**src/rtl/csel_ack_pkg.sv**
```systemverilog
package csel_ack_pkg;

    typedef enum logic [1:0] {
        TERM_NONE = 2'd0,
        TERM_INT  = 2'd1,
        TERM_EXT  = 2'd2
    } term_e;

endpackage

```
**src/rtl/csel_wait_timer.sv**
```systemverilog
module csel_wait_timer #(
    parameter int WAIT_W = 4
) (
    input  logic              clk,
    input  logic              rst_n,
    input  logic              load,
    input  logic [WAIT_W-1:0] load_val,
    input  logic              run,
    output logic              expired
);

    typedef struct packed {
        logic [WAIT_W-1:0] cnt;
    } tmr_t;

    tmr_t tmr_d, tmr_q;

    always_comb begin
        tmr_d = tmr_q;
        if (load) begin
            tmr_d.cnt = load_val;
        end else if (run && (tmr_q.cnt != '0)) begin
            tmr_d.cnt = tmr_q.cnt - 1'b1;
        end
    end

    always_ff @(posedge clk or negedge rst_n) begin
        if (!rst_n) begin
            tmr_q <= '0;
        end else begin
            tmr_q <= tmr_d;
        end
    end

    assign expired = (tmr_q.cnt == '0);

    AST_CNT_STEP: assert property (@(posedge clk) disable iff (!rst_n)
        (run && !load && !expired) |=> (tmr_q.cnt == $past(tmr_q.cnt) - 1'b1));

    AST_CNT_HOLD: assert property (@(posedge clk) disable iff (!rst_n)
        (!run && !load) |=> $stable(tmr_q.cnt));

endmodule

```
**src/rtl/csel_term_sel.sv**
```systemverilog
module csel_term_sel
    import csel_ack_pkg::*;
(
    input  logic  active,
    input  logic  ext_ack,
    input  logic  auto_ack,
    input  logic  expired,
    output term_e term
);

    always_comb begin
        term = TERM_NONE;
        if (active) begin
            if (ext_ack) begin
                term = TERM_EXT;
            end else if (auto_ack && expired) begin
                term = TERM_INT;
            end
        end
    end

endmodule

```
**src/rtl/csel_lane_strobe.sv**
```systemverilog
module csel_lane_strobe #(
    parameter int LANES = 4
) (
    input  logic             hold,
    input  logic             is_write,
    input  logic             strb_on_read,
    input  logic [LANES-1:0] lanes,
    output logic [LANES-1:0] strb_n
);

    logic drive;

    assign drive = hold && (is_write || strb_on_read);

    for (genvar i = 0; i < LANES; i++) begin : g_lane
        assign strb_n[i] = ~(drive && lanes[i]);
    end

endmodule

```
**src/rtl/csel_ack_ctrl.sv**
```systemverilog
module csel_ack_ctrl
    import csel_ack_pkg::*;
#(
    parameter int LANES  = 4,
    parameter int WAIT_W = 4
) (
    input  logic              clk,
    input  logic              rst_n,
    input  logic              cyc_start,
    input  logic              cyc_write,
    input  logic [LANES-1:0]  lane_en,
    input  logic [WAIT_W-1:0] cfg_waits,
    input  logic              cfg_auto_ack,
    input  logic              cfg_strb_rd,
    input  logic              ext_ack,
    output logic              cyc_done,
    output logic              done_ext,
    output logic [LANES-1:0]  lane_strb_n
);

    typedef struct packed {
        logic             active;
        logic             done;
        logic             ext;
        logic             wr;
        logic             auto_ack;
        logic             strb_rd;
        logic [LANES-1:0] lanes;
    } ctl_t;

    ctl_t  ctl_d, ctl_q;
    logic  start_ok;
    logic  expired;
    logic  run;
    term_e term;

    assign start_ok = cyc_start && !ctl_q.active && !ctl_q.done;
    assign run      = ctl_q.active && (term == TERM_NONE);

    csel_wait_timer #(
        .WAIT_W (WAIT_W)
    ) u_timer (
        .clk      (clk),
        .rst_n    (rst_n),
        .load     (start_ok),
        .load_val (cfg_waits),
        .run      (run),
        .expired  (expired)
    );

    csel_term_sel u_term (
        .active   (ctl_q.active),
        .ext_ack  (ext_ack),
        .auto_ack (ctl_q.auto_ack),
        .expired  (expired),
        .term     (term)
    );

    always_comb begin
        ctl_d      = ctl_q;
        ctl_d.done = 1'b0;
        if (start_ok) begin
            ctl_d.active   = 1'b1;
            ctl_d.ext      = 1'b0;
            ctl_d.wr       = cyc_write;
            ctl_d.auto_ack = cfg_auto_ack;
            ctl_d.strb_rd  = cfg_strb_rd;
            ctl_d.lanes    = lane_en;
        end else if (term != TERM_NONE) begin
            ctl_d.active = 1'b0;
            ctl_d.done   = 1'b1;
            ctl_d.ext    = (term == TERM_EXT);
        end
    end

    always_ff @(posedge clk or negedge rst_n) begin
        if (!rst_n) begin
            ctl_q <= '0;
        end else begin
            ctl_q <= ctl_d;
        end
    end

    assign cyc_done = ctl_q.done;
    assign done_ext = ctl_q.done && ctl_q.ext;

    csel_lane_strobe #(
        .LANES (LANES)
    ) u_strobe (
        .hold         (ctl_q.active || ctl_q.done),
        .is_write     (ctl_q.wr),
        .strb_on_read (ctl_q.strb_rd),
        .lanes        (ctl_q.lanes),
        .strb_n       (lane_strb_n)
    );

    AST_DONE_ONE_CLK: assert property (@(posedge clk) disable iff (!rst_n)
        cyc_done |=> !cyc_done);

    AST_EXT_FLAG_QUALIFIED: assert property (@(posedge clk) disable iff (!rst_n)
        done_ext |-> cyc_done);

    AST_NO_AUTO_EXT_ONLY: assert property (@(posedge clk) disable iff (!rst_n)
        (cyc_done && !ctl_q.auto_ack) |-> done_ext);

    AST_EXT_WINS: assert property (@(posedge clk) disable iff (!rst_n)
        (ctl_q.active && ext_ack) |=> (cyc_done && done_ext));

    AST_START_IN_DONE_IGNORED: assert property (@(posedge clk) disable iff (!rst_n)
        ctl_q.done |=> !ctl_q.active);

    AST_IDLE_STRB_OFF: assert property (@(posedge clk) disable iff (!rst_n)
        (!ctl_q.active && !cyc_done) |-> (&lane_strb_n));

    AST_READ_STRB_QUIET: assert property (@(posedge clk) disable iff (!rst_n)
        (!ctl_q.wr && !ctl_q.strb_rd) |-> (&lane_strb_n));

    AST_IDLE_EXT_IGNORED: assert property (@(posedge clk) disable iff (!rst_n)
        (!ctl_q.active && !start_ok) |=> !cyc_done);

endmodule

```
**config.mk**
```make
export PLATFORM = sky130hd
export DESIGN_NAME = csel_ack_ctrl
export DESIGN_NICKNAME = d
export VERILOG_FILES = /design/src/rtl/csel_ack_pkg.sv /design/src/rtl/csel_wait_timer.sv /design/src/rtl/csel_term_sel.sv /design/src/rtl/csel_lane_strobe.sv /design/src/rtl/csel_ack_ctrl.sv
export SDC_FILE = /design/constraint.sdc
export NUM_CORES = 1
export LEC_CHECK = 0
export BUFFER_PORTS_ARGS = -buffer_cell sky130_fd_sc_hd__buf_2
export CAP_MARGIN = 20
export CELL_PAD_IN_SITES_DETAIL_PLACEMENT = 0
export CELL_PAD_IN_SITES_GLOBAL_PLACEMENT = 1
export CORE_UTILIZATION = 30
export DETAILED_ROUTE_END_ITERATION = 10
export GPL_ROUTABILITY_DRIVEN = 1
export PLACE_DENSITY = 0.74
export SKIP_CTS_REPAIR_TIMING = 1
export SLEW_MARGIN = 20
export SYNTH_ARGS = -nofsm -noshare
export SYNTH_HDL_FRONTEND = slang
export SYNTH_SLANG_ARGS = --single-unit
export TNS_END_PERCENT = 100
```
**constraint.sdc**
```tcl
create_clock -name clk -period 1.7 [get_ports clk]
set_clock_uncertainty 0.1 [all_clocks]
set_input_delay 0.425 -clock clk [delete_from_list [all_inputs] [get_ports clk]]
set_output_delay 0.425 -clock clk [all_outputs]
set_load 0.005 [all_outputs]
```
* Yosys cells after proc, flatten, opt, wreduce, memory -nomap -nowiden
Index checks and enable logic that the tools add are counted.
** Cells by class
- Add/subtract/negate cells :: 1
- Eq/ne operators :: 1
- Multiplexer cells :: 9
- Bitwise gates (word level) :: 4
- Reductions and logical operators :: 21
** Operators by type and width (count)
- 1-bit logical AND :: 11
- 4-bit two-way mux :: 2
- 2-bit nonzero test :: 3
- 4-bit logical NOT :: 1
- 1-bit two-way mux :: 4
- 2-bit two-way mux :: 2
- 1-bit NOT :: 4
- 4-bit nonzero test :: 1
- 4-bit by 1-bit subtractor with 4-bit output (second input constant) :: 1
- 3-bit two-way mux :: 1
- 2-bit == test (second input constant) :: 1
- 1-bit logical NOT :: 2
- 2-bit logical NOT :: 1
- 1-bit logical OR :: 2
** Storage, ports and cells
- Bits in registers :: 14
- Input port bits :: 15
- Output and inout port bits :: 6
- Logic and storage cells :: 44

* Longest topological paths before layout
- Depth in word-level cells :: 10
- Depth in mapped cells :: 6
- Mapped depth without buffers :: 5

* Hierarchy
From an unflattened synthesis, not the netlist that was laid out.
** Second synthesis, totals
- Cell total of the unflattened synthesis :: 60
- Area total of the unflattened synthesis :: 737.0 um^2
** By module, submodules not included
- csel_ack_ctrl :: instances 1, cells each 27, area an instance 419.2 um^2, seq. area each 250.2 um^2
- csel_wait_timer :: instances 1, cells each 27, area an instance 270.3 um^2, seq. area each 100.1 um^2
- csel_lane_strobe :: instances 1, cells each 4, area an instance 30.0 um^2, seq. area each 0.0 um^2
- csel_term_sel :: instances 1, cells each 2, area an instance 17.5 um^2, seq. area each 0.0 um^2

* Worst setup path after synthesis
OpenSTA, ideal clock, no wires.
- Path type :: register to register
- From :: register u_timer.tmr_q[0] in the netlist's numbering
- To :: register u_timer.tmr_q[2] in the netlist's numbering
- Library setup time :: 81 ps
- Arrival :: 1349 ps
- Data required time :: 1519 ps
- Setup slack :: 169 ps
- Stages on the path, launching flop included :: 6
- Period minus slack after synthesis :: 1531 ps
- Cell sequence :: dfrtp_1 inv_1 ha_1 nor2b_1 or4_1 a31oi_2
** Between the ends
- Cells in the longest elaborated chain, start to end :: 9
- Elaborated cells on any way between the ends :: 13
- Those cells by class :: 1 x add/sub; 5 x mux; 7 x reduce/logical
** RTL lines
- from (decl) :: line csel_wait_timer.sv:16 : tmr_t tmr_d, tmr_q;
- from (signal assigned) :: line csel_wait_timer.sv:31 : tmr_q <= tmr_d;
- 4-bit logical NOT :: line csel_wait_timer.sv:35 : assign expired = (tmr_q.cnt == '0);
- 1-bit logical AND :: line csel_term_sel.sv:16 : end else if (auto_ack && expired) begin
- 1-bit two-way mux :: line csel_term_sel.sv:16
- 2-bit two-way mux :: line csel_term_sel.sv:14 : if (ext_ack) begin
- 2-bit two-way mux :: line csel_term_sel.sv:13 : if (active) begin
- 2-bit logical NOT :: line csel_ack_ctrl.sv:38 : assign run = ctl_q.active && (term == TERM_NONE);
- 1-bit logical AND :: line csel_ack_ctrl.sv:38
- 1-bit logical AND :: line csel_wait_timer.sv:22 : end else if (run && (tmr_q.cnt != '0)) begin
- 2-bit nonzero test (no source line)
Parallel ways exist; a longest one is shown, timed or not. The select of a mux whose other input is x is not followed.
A chain may end at the register's enable or synchronous reset.

* Final worst setup path
- From :: register ctl_q[9] in the netlist's numbering
- To :: output lane_strb_n[2]
** Between the ends
- Cells in the longest elaborated chain, start to end :: 4
** RTL lines
- from (decl) :: line csel_ack_ctrl.sv:31 : ctl_t ctl_d, ctl_q;
- from (signal assigned) :: line csel_ack_ctrl.sv:80 : ctl_q <= ctl_d;
- 1-bit logical OR :: line csel_ack_ctrl.sv:90 : .hold (ctl_q.active || ctl_q.done),
- 1-bit logical AND :: line csel_lane_strobe.sv:13 : assign drive = hold && (is_write || strb_on_read);
- 1-bit logical AND :: line csel_lane_strobe.sv:16 : assign strb_n[i] = ~(drive && lanes[i]);
- 1-bit NOT :: line csel_lane_strobe.sv:16
- to (decl) :: line csel_ack_ctrl.sv:18 : output logic [LANES-1:0] lane_strb_n
No other way between the ends.

==> impl_metrics.yaml <==
outcome:
  status: "finished, final reports clean"
sta:
  period_share_pct: 98.8
  tightestPinTransition_ns: 0.359
  relSlewSlack_pct: 75.7
  max_freq_ghz: 0.595
  whs_ns: 0.229
  slew_viol_final: 0
  final_hold_viol_count: 0
  setup_viol: 0
  period_minus_slack_ns: 1.68
  rsz0062_at_grt: "yes"
floorplanning:
  die_w_um: 51.0
  start_util_pct: 32.2
  row_count: 17
  die-area_um2: 2600
  die_y_um: 51.0
  ios: 21
  core_area_um2: 2230
grt:
  grt_overflow_total: 0
  grt_start_max_net_pins: 16
  grt_pass1_vias: 622
  grt_usage_pct: 14.1
  grt_pass1_wl_um: 2680
  antenna_found_initial: 0
clock_tree:
  cts_tree: "yes"
  clkLatencyLatePin_ns: 0.28
  cts_inserted_buffers: 3
  cts_buffer_depth: 2
  h-tree-depth: 1
  clkTransAtPathRegs_ns: 0.09
  clkSinkCount: 14
  cts-root-buf: "clkbuf_4"
power_and_ir_drop:
  pwr-share-comb_pct: 38.1
  seqPwrFrac_pct: 44.1
  p_leak_nw: 0.453
  switching_share_pct: 35.1
  cellInternalPower_mw: 0.873
  ir_drop_mv: 0.640
  p_clk_share_pct: 17.7
  power_density_nw_per_um2: 1470
  netSwitchingPower_mw: 0.472
synthesis:
  seq_area_frac_synth_pct: 48.7
  synth-seq-cells: 14
  synth_cell_types: 23
  yosysTopAreaCellShare_pct: 48.7
  yosys_warnings: 0
  synth_nets: 93
  synth_area_leaders: "dfrtp_1 49%, nand2_1 15%, buf_6 4.7%"
  synthesis.area_um2: 719
  synth_top_area_cell: "dfrtp_1"
  syn_avg_cell_area_um2: 9.47
  netlist_instances: 76
routing:
  vias_per_cell: 4.53
  dr.pass1.iters: 1
  drt-initial-drc-count: 0
  wl_um: 1420
  vias: 598
  post_drt_wl_per_cell_um: 10.7
  ant_nets: 0
  drc: 0
hold_path:
  hold_path_class: "primary input to register"
  holdPathStages: 3
  hold_path_end: "ctl_q[0]$_DFFE_PN0P_"
  min_from: "lane_en[0]"
setup_path:
  r2r_setup_slack_ns: 0.09
  rr_startpoint: "u_timer.tmr_q[0]$_DFFE_PN0P_"
  reg2reg_to: "u_timer.tmr_q[2]$_DFFE_PN0P_"
  start_kind: "register"
  r2r.worst_path.cells: 5
  endpoint_kind: "primary output"
  path_max_fanout: 4
  worstPathRequired_ns: 1.17
  cp.arrival_ns: 1.15
  crit_type: "register to primary output"
finish:
  diodes: 0
  fin_nets: 122
  layout-drive-gt1-share_pct: 34.6
  syn2layout_area_growth_pct: 27.7
  final_util_pct: 41.1
placement:
  io_buffers: 20
  place_congestion: 0.778
  dp_hpwl_um: 1010
flow_run:
  maxCapViolCount: 0
worst max-delay path by stage:
stage	cells after the start	to	slack (ns)	start
2_1_floorplan	5	u_timer.tmr_q[2]$_DFFE_PN0P_	0.17	u_timer.tmr_q[0]$_DFFE_PN0P_
3_3_place_gp	5	u_timer.tmr_q[2]$_DFFE_PN0P_	0.14	u_timer.tmr_q[0]$_DFFE_PN0P_
6_report	3	lane_strb_n[2]	0.02	ctl_q[9]$_DFFE_PN0P_
4_1_cts	3	lane_strb_n[2]	-0.06	ctl_q[9]$_DFFE_PN0P_
3_5_place_dp	5	u_timer.tmr_q[2]$_DFFE_PN0P_	0.10	u_timer.tmr_q[0]$_DFFE_PN0P_
5_1_grt	3	lane_strb_n[2]	-0.05	cyc_done$_DFF_PN0_
cells in the mapped netlist:
cell and count:
nand3_1 2, and2_1 1, o211ai_1 2, nor2_1 2, nand2_1 28, or3b_1 1
a32o_1 1, buf_6 3, nand2b_2 1, o22a_1 1, nor3b_2 1, a31oi_2 2
dfrtp_1 14, nor4bb_1 1, or4_1 3, or3_1 2, o21ai_0 2, o21ai_1 1
inv_1 3, nor3b_1 1, ha_1 2, nor2b_1 1, o21a_1 1
power by group through the flow:
stage	Sequential [mW]	Combinational [mW]	Clock, mW
3_5_place_dp	0.610	0.471	0
6_report	0.594	0.513	0.239
2_1_floorplan	0.568	0.385	0
4_1_cts	0.602	0.474	0.250
3_3_place_gp	0.604	0.467	0
5_1_grt	0.621	0.597	0.267
final cells by class:
cell class / count / area [um^2]
Sequential cell: 14 / 352
Inverter: 3 / 11.3
Clock buffer: 4 / 36.3
Multi-Input combinational cell: 56 / 329
Tap cell: 28 / 35.0
Timing Repair Buffer: 27 / 155
Fill cell: 244 / 1320
critical path, stage by stage, from the launching register on:
cell and delay (ns):
dfrtp_2 0.43, o22a_1 0.25, nand2_1 0.10, buf_2 0.11
registers in the layout, summed over array words and instances (netlist names):
signal,flops
cyc_done,1
ctl_q,9
u_timer.tmr_q,4
placed cells by master (no fill, tap or decap), types with 3 or more instances in the layout:
cell	instances
or4_1	3
buf_4	6
dfrtp_1	13
clkbuf_4	3
inv_1	3
nand2_1	28
buf_2	20
through the flow:
stage / area, um^2 / setup WS, ns / total power [mW] / TNS (ns) / std cells
floorplan: 719 / 0.169 / 0.953 / 0 / 76
global placement: 843 / 0.139 / 1.07 / 0 / 124
detailed placement: 843 / 0.102 / 1.08 / 0 / 124
CTS: 880 / -0.0632 / 1.33 / -0.217 / 128
global route: 918 / -0.0453 / 1.48 / -0.144 / 132
finish: 918 / 0.0206 / 1.35 / 0 / 132
cells by family (layout without fill, tap and decap cells):
| kind of cell | count (synthesis) | count (layout) | share of synthesized area, % |
|---|---|---|---|
| buf+inv | 6 | 34 | 6.26 |
| fa+ha+maj | 2 | 2 | 3.48 |
| compound gates | 10 | 10 | 11.3 |
| simple gates | 44 | 44 | 30.3 |
| flops | 14 | 14 | 48.7 |
per-layer routing:
metal  up-vias  track usage, %  wire (um)
li1        314               -          -
met1       264            16.9        674
met2        18            21.3        632
met3         2            6.25         94
met4         0            6.48         14
met5         -               0          0
Power figures use the tool's default switching activity.
